## src/rtl/sjf_pkg.sv

```systemverilog
package sjf_pkg;
  typedef enum logic [1:0] {
    ST_PICK   = 2'd0,
    ST_SWITCH = 2'd1,
    ST_GRANT  = 2'd2,
    ST_SERVE  = 2'd3
  } disp_state_e;

  localparam logic DIR_READ  = 1'b0;
  localparam logic DIR_WRITE = 1'b1;
endpackage

```

## src/rtl/sjf_slot_store.sv

```systemverilog
module sjf_slot_store #(
  parameter int DEPTH  = 8,
  parameter int TIME_W = 16,
  parameter int SIZE_W = 12,
  localparam int IDX_W = $clog2(DEPTH)
) (
  input  logic                           clk,
  input  logic                           rst_n,
  input  logic                           wr_en,
  input  logic                           wr_dir,
  input  logic [TIME_W-1:0]              wr_time,
  input  logic [SIZE_W-1:0]              wr_size,
  input  logic                           clr_en,
  input  logic [IDX_W-1:0]               clr_idx,
  output logic [DEPTH-1:0]               occ,
  output logic [DEPTH-1:0]               dir_q,
  output logic [DEPTH-1:0][TIME_W-1:0]   time_q,
  output logic [DEPTH-1:0][SIZE_W-1:0]   size_q,
  output logic                           full
);
  logic [IDX_W-1:0] free_idx;

  // lowest free slot first
  always_comb begin
    free_idx = '0;
    full     = 1'b1;
    for (int i = DEPTH - 1; i >= 0; i--) begin
      if (!occ[i]) begin
        free_idx = IDX_W'(i);
        full     = 1'b0;
      end
    end
  end

  for (genvar g = 0; g < DEPTH; g++) begin : g_slot
    logic take, drop;
    assign take = wr_en && (free_idx == IDX_W'(g));
    assign drop = clr_en && (clr_idx == IDX_W'(g));

    always_ff @(posedge clk or negedge rst_n) begin
      if (!rst_n) begin
        occ[g]    <= 1'b0;
        dir_q[g]  <= 1'b0;
        time_q[g] <= '0;
        size_q[g] <= '0;
      end else if (take) begin
        occ[g]    <= 1'b1;
        dir_q[g]  <= wr_dir;
        time_q[g] <= wr_time;
        size_q[g] <= wr_size;
      end else if (drop) begin
        occ[g]    <= 1'b0;
      end
    end
  end

  p_no_overflow_r1: assert property (@(posedge clk) disable iff (!rst_n)
    wr_en |-> !full);

  p_push_adds_r1: assert property (@(posedge clk) disable iff (!rst_n)
    (wr_en && !clr_en) |=> $countones(occ) == $past($countones(occ)) + 1);

  p_push_and_clear_r9: assert property (@(posedge clk) disable iff (!rst_n)
    (wr_en && clr_en) |=> $countones(occ) == $past($countones(occ)));

  p_clear_live_r7: assert property (@(posedge clk) disable iff (!rst_n)
    clr_en |-> occ[clr_idx]);
endmodule

```

## src/rtl/sjf_min_pick.sv

```systemverilog
module sjf_min_pick #(
  parameter int DEPTH  = 8,
  parameter int TIME_W = 16,
  parameter int SIZE_W = 12,
  localparam int IDX_W = $clog2(DEPTH)
) (
  input  logic [DEPTH-1:0]               occ,
  input  logic [DEPTH-1:0][TIME_W-1:0]   time_q,
  input  logic [DEPTH-1:0][SIZE_W-1:0]   size_q,
  output logic                           found,
  output logic [IDX_W-1:0]               best_idx
);
  logic [SIZE_W-1:0] best_sz;
  logic [TIME_W-1:0] best_tm;

  // ascending scan with strict compares keeps the lower index on full ties
  always_comb begin
    found    = 1'b0;
    best_idx = '0;
    best_sz  = '0;
    best_tm  = '0;
    for (int i = 0; i < DEPTH; i++) begin
      if (occ[i]) begin
        if (!found || (size_q[i] < best_sz) ||
            ((size_q[i] == best_sz) && (time_q[i] < best_tm))) begin
          found    = 1'b1;
          best_idx = IDX_W'(i);
          best_sz  = size_q[i];
          best_tm  = time_q[i];
        end
      end
    end
  end
endmodule

```

## src/rtl/sjf_dir_switch.sv

```systemverilog
module sjf_dir_switch (
  input  logic clk,
  input  logic rst_n,
  input  logic req_active,
  input  logic target,
  input  logic ack,
  output logic last_dir,
  output logic in_en,
  output logic out_en
);
  import sjf_pkg::*;

  always_ff @(posedge clk or negedge rst_n) begin
    if (!rst_n)                 last_dir <= DIR_READ;
    else if (req_active && ack) last_dir <= target;
  end

  assign in_en  = (last_dir == DIR_READ);
  assign out_en = (last_dir == DIR_WRITE);

  p_ack_commits_r6: assert property (@(posedge clk) disable iff (!rst_n)
    (req_active && ack) |=> last_dir == $past(target));

  p_hold_without_ack_r6: assert property (@(posedge clk) disable iff (!rst_n)
    !(req_active && ack) |=> $stable(last_dir));

  p_one_path_r6: assert property (@(posedge clk) disable iff (!rst_n)
    $countones({in_en, out_en}) == 1);
endmodule

```

## src/rtl/sjf_dispatch.sv

```systemverilog
module sjf_dispatch #(
  parameter int DEPTH  = 8,
  parameter int TIME_W = 16,
  parameter int SIZE_W = 12,
  localparam int IDX_W = $clog2(DEPTH)
) (
  input  logic              clk,
  input  logic              rst_n,
  input  logic              push_valid,
  output logic              push_ready,
  input  logic              push_dir,
  input  logic [TIME_W-1:0] push_time,
  input  logic [SIZE_W-1:0] push_size,
  output logic              grant_valid,
  input  logic              grant_ready,
  output logic [IDX_W-1:0]  grant_slot,
  output logic              grant_dir,
  output logic [TIME_W-1:0] grant_time,
  output logic [SIZE_W-1:0] grant_size,
  input  logic              done,
  output logic              sw_req,
  output logic              sw_dir,
  input  logic              sw_ack,
  output logic              path_in_en,
  output logic              path_out_en,
  output logic              working
);
  import sjf_pkg::*;

  disp_state_e                  state;
  logic [IDX_W-1:0]             sel_idx;
  logic                         cur_dir;
  logic [DEPTH-1:0]             occ;
  logic [DEPTH-1:0]             dir_q;
  logic [DEPTH-1:0][TIME_W-1:0] time_q;
  logic [DEPTH-1:0][SIZE_W-1:0] size_q;
  logic                         full;
  logic                         found;
  logic [IDX_W-1:0]             best_idx;
  logic                         last_dir;
  logic                         wr_en;
  logic                         clr_en;

  assign push_ready = !full;
  assign wr_en      = push_valid && push_ready;
  assign clr_en     = (state == ST_SERVE) && done;

  sjf_slot_store #(.DEPTH(DEPTH), .TIME_W(TIME_W), .SIZE_W(SIZE_W)) u_store (
    .clk     (clk),
    .rst_n   (rst_n),
    .wr_en   (wr_en),
    .wr_dir  (push_dir),
    .wr_time (push_time),
    .wr_size (push_size),
    .clr_en  (clr_en),
    .clr_idx (sel_idx),
    .occ     (occ),
    .dir_q   (dir_q),
    .time_q  (time_q),
    .size_q  (size_q),
    .full    (full)
  );

  sjf_min_pick #(.DEPTH(DEPTH), .TIME_W(TIME_W), .SIZE_W(SIZE_W)) u_pick (
    .occ      (occ),
    .time_q   (time_q),
    .size_q   (size_q),
    .found    (found),
    .best_idx (best_idx)
  );

  sjf_dir_switch u_switch (
    .clk        (clk),
    .rst_n      (rst_n),
    .req_active (state == ST_SWITCH),
    .target     (cur_dir),
    .ack        (sw_ack),
    .last_dir   (last_dir),
    .in_en      (path_in_en),
    .out_en     (path_out_en)
  );

  always_ff @(posedge clk or negedge rst_n) begin
    if (!rst_n) begin
      state   <= ST_PICK;
      sel_idx <= '0;
      cur_dir <= DIR_READ;
    end else begin
      unique case (state)
        ST_PICK: if (found) begin
          sel_idx <= best_idx;
          cur_dir <= dir_q[best_idx];
          state   <= (dir_q[best_idx] != last_dir) ? ST_SWITCH : ST_GRANT;
        end
        ST_SWITCH: if (sw_ack)      state <= ST_GRANT;
        ST_GRANT:  if (grant_ready) state <= ST_SERVE;
        default:   if (done)        state <= ST_PICK;
      endcase
    end
  end

  assign sw_req      = (state == ST_SWITCH);
  assign sw_dir      = cur_dir;
  assign grant_valid = (state == ST_GRANT);
  assign grant_slot  = sel_idx;
  assign grant_dir   = dir_q[sel_idx];
  assign grant_time  = time_q[sel_idx];
  assign grant_size  = size_q[sel_idx];
  assign working     = |occ;

  p_grant_hold_r7: assert property (@(posedge clk) disable iff (!rst_n)
    (grant_valid && !grant_ready) |=>
      grant_valid && $stable(grant_slot) && $stable(grant_size) && $stable(grant_time));

  p_sw_hold_r6: assert property (@(posedge clk) disable iff (!rst_n)
    (sw_req && !sw_ack) |=> sw_req && $stable(sw_dir));

  p_no_grant_while_switch_r6: assert property (@(posedge clk) disable iff (!rst_n)
    sw_req |-> !grant_valid);

  p_grant_on_path_r5: assert property (@(posedge clk) disable iff (!rst_n)
    grant_valid |-> (grant_dir ? path_out_en : path_in_en));

  p_idle_when_empty_r4: assert property (@(posedge clk) disable iff (!rst_n)
    !working |-> (!grant_valid && !sw_req && push_ready));

  p_granted_slot_held_r7: assert property (@(posedge clk) disable iff (!rst_n)
    (grant_valid || state == ST_SERVE) |-> occ[sel_idx]);
endmodule

```

## config.mk

```make
export PLATFORM = sky130hd
export DESIGN_NAME = sjf_dispatch
export DESIGN_NICKNAME = d
export VERILOG_FILES = /design/src/rtl/sjf_pkg.sv /design/src/rtl/sjf_slot_store.sv /design/src/rtl/sjf_min_pick.sv /design/src/rtl/sjf_dir_switch.sv /design/src/rtl/sjf_dispatch.sv
export SDC_FILE = /design/constraint.sdc
export NUM_CORES = 1
export LEC_CHECK = 0
export ABC_AREA = 1
export ABC_CLOCK_PERIOD_IN_PS = 22500
export BUFFER_PORTS_ARGS = -buffer_cell sky130_fd_sc_hd__buf_2
export CAP_MARGIN = 10
export CORE_ASPECT_RATIO = 1.1
export CORE_MARGIN = 2
export CORE_UTILIZATION = 55
export DETAILED_ROUTE_END_ITERATION = 6
export PLACE_DENSITY_LB_ADDON = 0.15
export REMOVE_ABC_BUFFERS = 1
export SLEW_MARGIN = 30
export SYNTH_ARGS = -nofsm -noshare
export SYNTH_HDL_FRONTEND = slang
export SYNTH_SLANG_ARGS = --single-unit
export TNS_END_PERCENT = 5
```

## constraint.sdc

```tcl
create_clock -name clk -period 22.5 [get_ports clk]
set_input_delay 2.25 -clock clk [delete_from_list [all_inputs] [get_ports clk]]
set_output_delay 2.25 -clock clk [all_outputs]
set_load 0.01 [all_outputs]
```

# Word-level counts from Yosys, hierarchy flattened
# Index checks and enable logic that the tools add are counted.
word_totals:
  regBits: 247
  input_bits: 35
classes:
  order_cmp: 16
  n_eq_ne: 28
  mux: 101
  n_bitwise: 1
  n_reduce_logical: 63
op_table:
  columns: ["cell", "n"]
  rows:
  - ["16-bit two-way mux", 14]
  - ["12-bit two-way mux", 14]
  - ["16-bit < comparator", 7]
  - ["12-bit equality test", 7]
  - ["12-bit < comparator", 7]
  - ["3-bit two-way mux", 21]
  - ["16-bit binary-select mux with 3-bit select", 1]
  - ["1-bit two-way mux", 42]
  - ["12-bit binary-select mux with 3-bit select", 1]
  - ["1-bit logical AND", 26]
  - ["3-bit equality test, second input constant", 8]
  - ["2-bit nonzero test", 8]
  - ["1-bit logical OR", 14]
  - ["3-bit by 2-bit equality test with 1-bit output, second input constant", 4]
  - ["2-bit two-way mux", 5]
  - ["1-bit logical NOT", 8]
  - ["3-bit by 4-bit < comparator with 1-bit output, second input constant", 2]
  - ["8-bit OR reduction", 1]
  - ["1-bit binary-select mux with 3-bit select", 2]
  - ["3-bit by 1-bit equality test with 1-bit output, second input constant", 2]
  - ["3-bit logical NOT", 2]
  - ["2-bit case mux with 3 select lines", 1]
  - ["2-bit equality test, second input constant", 2]
  - ["2-bit != test, second input constant", 2]
  - ["other kinds (8)", 8]

# Logic depth before layout (Yosys ltp)
depth:
  word_depth: 42
  ltp_mapped: 113

# Modules after synthesis
# A second synthesis with hierarchy kept.
unflattened:
  hier_cells: 2528
  hier_area_um2: 18023.5
by_module_without_submodules:
  columns: ["module", "n_inst", "cells_per_inst", "area_per_inst_um2"]
  rows:
  - ["sjf_slot_store", 1, 980, 9352.7]
  - ["sjf_min_pick", 1, 1040, 6155.9]
  - ["sjf_dispatch", 1, 501, 2462.4]
  - ["sjf_dir_switch", 1, 7, 52.6]

# Worst setup path before layout
# No wires, ideal clock.
synth_path:
  path_type: "flip-flop to flip-flop"
  start: "register u_store.occ[0]"
  end: "register state[1]"
  arrival_ns: 12.093
  slack_ns: 10.291
  stages_incl_launch_ff: 103
  n_path_buf: 14
  period_less_slack_ns: 12.209
  path_cell_list: "dfrtp_1 > buf_4 > buf_4 > clkbuf_1 > nand2_1 > ha_1 > nand2_1 > nor2_2 > nand2b_1 > a21oi_1 > nor2_1 > nor2_1 > nand2_2 > nand2_4 > clkbuf_1 > o21ai_0 > ha_1 > nand2_1 > [... 67 more ...] > inv_1 > nand3_1 > nor2_1 > o2111ai_1 > a2111oi_0 > nand2_1 > nand2_2 > nand2_4 > nand2_4 > nand2_1 > nand3_1 > nand3_1 > nand2_1 > nand2_1 > nand3_1 > nand2_1 > nand2_1 > nand2_1"
synth_via:
  elab_chain_len: 42
synth_rtl:
  columns: ["element", "line_no", "rtl"]
  rows:
  - ["start, declared", "sjf_slot_store.sv:15", "output logic [DEPTH-1:0] occ,"]
  - ["start signal, assigned by index", "sjf_slot_store.sv:42", "occ[g] <= 1'b0;"]
  - ["start signal, assigned by index", "sjf_slot_store.sv:47", "occ[g] <= 1'b1;"]
  - ["start signal, assigned by index", "sjf_slot_store.sv:52", "occ[g] <= 1'b0;"]
  - ["16-bit two-way mux (tied with other cells)", "sjf_min_pick.sv:23", "if (occ[i]) begin"]
  - ["16-bit < comparator (tied with other cells)", "sjf_min_pick.sv:25", "((size_q[i] == best_sz) && (time_q[i] < best_tm))) begin"]
  - ["1-bit logical AND or 1-bit logical OR (tied branches)", "sjf_min_pick.sv:25, sjf_min_pick.sv:24", null]
  - ["1-bit logical OR", "sjf_min_pick.sv:24", "if (!found || (size_q[i] < best_sz) ||"]
  - ["16-bit two-way mux (tied with other cells)", "sjf_min_pick.sv:24", null]
  - ["16-bit two-way mux (tied with other cells)", "sjf_min_pick.sv:23", null]
  - ["16-bit < comparator (tied with other cells)", "sjf_min_pick.sv:25", null]
  - ["1-bit logical AND or 1-bit logical OR (tied branches)", "sjf_min_pick.sv:25, sjf_min_pick.sv:24", null]
  - ["[... 26 more ...]", null, null]
  - ["3-bit two-way mux", "sjf_min_pick.sv:24", null]
  - ["3-bit two-way mux", "sjf_min_pick.sv:23", null]
  - ["1-bit binary-select mux with 3-bit select", "sjf_dispatch.sv:93", "state <= (dir_q[best_idx] != last_dir) ? ST_SWITCH : ST_GRANT;"]
  - ["1-bit two-way mux (not written as such)", "sjf_dispatch.sv:93", null]
  - ["1-bit != test", "sjf_dispatch.sv:93", null]
  - ["2-bit two-way mux", "sjf_dispatch.sv:93", null]
  - ["2-bit two-way mux", "sjf_dispatch.sv:90", "ST_PICK: if (found) begin"]
  - ["2-bit case mux with 3 select lines", "sjf_dispatch.sv:89", "unique case (state)"]
  - ["end signal, assigned", "sjf_dispatch.sv:93", null]
  - ["end, declared", "sjf_dispatch.sv:30", "disp_state_e state;"]
# Several ways; a longest one is shown, not always the timed one. The select of a mux whose other input is x is not followed.
# A chain may end at the register's enable or synchronous reset.

# Worst setup path after layout
# Ends and elaborated chain as after synthesis.

==> results.md <==
* Status: completed
* Final #Nets at 2,456
* CP max FO at 58
* Number of buffers added on ports at 73
* Slew headroom at 41.0%
* Req. time, crit path at roughly 23 ns
* Chip width at between 150 and 200 um
* Post-route ant nets at 0
* Final Setup Violations at 0
* Drt wl/cell at around 20 um
* Worst Clk Skew at about 0.016 ns
* Worst-path clk slew at around 0.060 ns
* Unrepaired setup endpoints after global routing: false
* IO Count at 74
* Setup crit start kind: register
* Die height at approximately 190 um
* Hpwl dp at 35.6 mm
* CTS Buf Count at 29
* Hold buffers post-CTS at 0
* Initial Util at 56.3%
* TritonCTS clock tree: built
* CTS HTree Levels at 1
* Max Freq at 61.2 MHz
* Rows at 66
* Grt met3 use at about 5.3%
* CP Capture Type: register
* Mapped Cells at about 2,200
* Reg2Reg Setup Slack at a little over 6 ns
* DR DRC count at 0
* Post-synthesis sequential area ratio at 36.9%
* Hold Path Class: register to register
* Yosys warns at 0
* Max Slew Vio Count at 0
* Crit-path max cell delay at 0.84 ns
* Largest net degree at the start of global routing at 102
* GP Congestion at 0.934
* Syn-to-layout area delta at 8.88%
* GRT Residual Overflow at 0
* Distinct cells, synth at 41
* Fin Hold WS at 0.491 ns
* Post-synthesis register bit count at 247
* Final hold vios at 0
* Global Route Usage Sum at 32.8%
* # Max-Cap Violations at 0
* Vias in the first global route at 15,500
* Worst-Margin Slew at about 0.9 ns
* Die area at 31,800 sq um
* Crit Path Class: register to register
* Post_cts resized at 0
* Synthesized area at 16,700 sq um
* Clk buf depth at 3
* GR Util met2 at 54.6%
* Core area at between 20,000 and 30,000 sq um
* Total wire length at 52.0 mm
* Tcrit/Tclk final at between 70% and 80%
* Mean Syn Cell Area at 7.51 sq um
* Setup ws final at a little over 6 ns
* Slowest CP cell: dfrtp_2
* Min Tclk post-route at 16.34 ns
* Via/cell ratio at 6.15
* First-pass GRT wire length at roughly 83 mm
* Worst EP arrival at 16.80 ns
* Initial antenna violation count at 0
* Iteration-0 DRC Markers at 1,664
* Pre-CTS WS at approximately 5.3 ns
* Fill count at approximately 2,700
* Setup TNS at 0 ns
* Crit path top cell by count: nand2_1
* Grt peak-use layer: met2
* Share of cells above drive strength 1 at 7.78%
* Post-CTS Setup Bufs at 0
* ANT cells at 0
* Drt pass-1 iters at 7
* Met1 Use GR at 42.7%
* Clock sink total at 247
* Clock root buffer: clkbuf_16
* Worst-Skew Late Latency at between 0.5 and 0.6 ns
* DR vias at approximately 16,000
sequential cells by signal, summed over array words and instances (netlist names):
| name | flops |
|---|---|
| u_store.time_q | 128 |
| u_store.dir_q | 8 |
| u_store.occ | 8 |
| state | 2 |
| sw_dir | 1 |
| u_store.size_q | 96 |
| grant_slot | 3 |
| u_switch.last_dir | 1 |
cell families (layout without fill, tap and decap cells):
family / Yosys count / in the layout / share of synthesized area, %
AO/OA/AOI/OAI: 635 / 635 / 20.9
adder cells (fa/ha/maj): 193 / 193 / 14.4
buffers and inverters: 234 / 256 / 5.42
flip-flops: 247 / 247 / 36.9
AND/OR/NAND/NOR: 919 / 919 / 22.3
synthesized netlist by cell type, drive strengths merged:
cell / count / area, sq um
nand2: 731 / 2800
o21ai: 422 / 2110
dfrtp: 247 / 6180
ha: 193 / 2410
inv: 113 / 424
clkbuf: 101 / 380
nor2: 76 / 290
a21oi: 73 / 369
a22oi: 56 / 420
nand3: 55 / 290
a31oi: 32 / 200
a211oi: 28 / 210
nand4: 27 / 169
buf: 18 / 95.1
nor3: 18 / 90.1
nand3b: 5 / 37.5
o21a: 5 / 37.5
o22ai: 4 / 25.0
nor4: 3 / 18.8
a2111oi: 2 / 17.5
a221oi: 2 / 17.5
a32oi: 2 / 17.5
clkinv: 2 / 7.51
nor3b: 2 / 15.0
o2111ai: 2 / 17.5
o211ai: 2 / 15.0
o21bai: 2 / 15.0
o221ai: 2 / 17.5
a311oi: 1 / 8.76
nand2b: 1 / 6.26
or3: 1 / 6.26
metal layers:
| metal | part of all wire (%) | wire length, um |
|---|---|---|
| met1 | 41 | 21400 |
| met2 | 47 | 24400 |
| met3 | 8.0 | 4150 |
| met4 | 3.9 | 2040 |
| met5 | 0 | 0 |
worst paths after layout:
path,startpoint,endpoint,cells after the start
max,u_store.occ[0],state[1],81
min,u_store.time_q[96],u_store.time_q[96],2
max reg2reg,u_store.occ[0],state[1],81
min reg2reg,u_store.time_q[96],u_store.time_q[96],2
max in group asynchronous,rst_n,u_store.occ[0],2
min in group asynchronous,rst_n,u_store.size_q[77],1
metrics by stage:
step	utilization, %	area (sq um)	instances
after CTS	61.2	18200	2624
after global routing	61.3	18200	2624
after floorplan	-	16300	2109
after detailed placement	58.0	17300	2571
final	61.3	18200	2624
after global placement	58.0	17300	2571
final cells by class:
class / instances / area (sq um) / area share [%]
multi-input combinational: 1747 / 9710 / 53.3
sequential: 247 / 6190 / 34.0
clock buffer: 40 / 827 / 4.54
timing repair buffer: 88 / 495 / 2.72
tap: 374 / 468 / 2.57
inverter: 115 / 432 / 2.37
clock inverter: 13 / 104 / 0.570
worst max-delay path, delay by kind of cell (launching register included):
family / cells / cell delay (ns)
flops: 1 / 0.84
buf+inv: 5 / 0.70
simple gates: 53 / 8.42
compound gates: 16 / 3.83
fa+ha+maj: 7 / 2.33
cells in the final DEF, fill, tap and decap left out, drive strengths merged:
| cell type | Yosys | routed |
|---|---|---|
| a32oi | 2 | 2 |
| o22ai | 4 | 4 |
| a221oi | 2 | 2 |
| clkinvlp | 0 | 1 |
| bufinv | 0 | 1 |
| o21bai | 2 | 2 |
| nand4 | 27 | 27 |
| nand2b | 1 | 1 |
| a2111oi | 2 | 2 |
| nand3 | 55 | 55 |
| nor4 | 3 | 3 |
| o221ai | 2 | 2 |
| dfrtp | 247 | 247 |
| nand2 | 731 | 731 |
| nor3b | 2 | 2 |
| a31oi | 32 | 32 |
| inv | 113 | 115 |
| o211ai | 2 | 2 |
| clkinv | 2 | 11 |
| nand3b | 5 | 5 |
| or3 | 1 | 1 |
| a311oi | 1 | 1 |
| o2111ai | 2 | 2 |
| a22oi | 56 | 56 |
| buf | 18 | 88 |
| a211oi | 28 | 28 |
| a21oi | 73 | 73 |
| nor2 | 76 | 76 |
| nor3 | 18 | 18 |
| clkbuf | 101 | 40 |
| o21ai | 422 | 422 |
| ha | 193 | 193 |
| o21a | 5 | 5 |
Power is left out: the tool's default activity adds up to more than one toggle a clock period on the data nets, which glitch-free logic cannot reach.
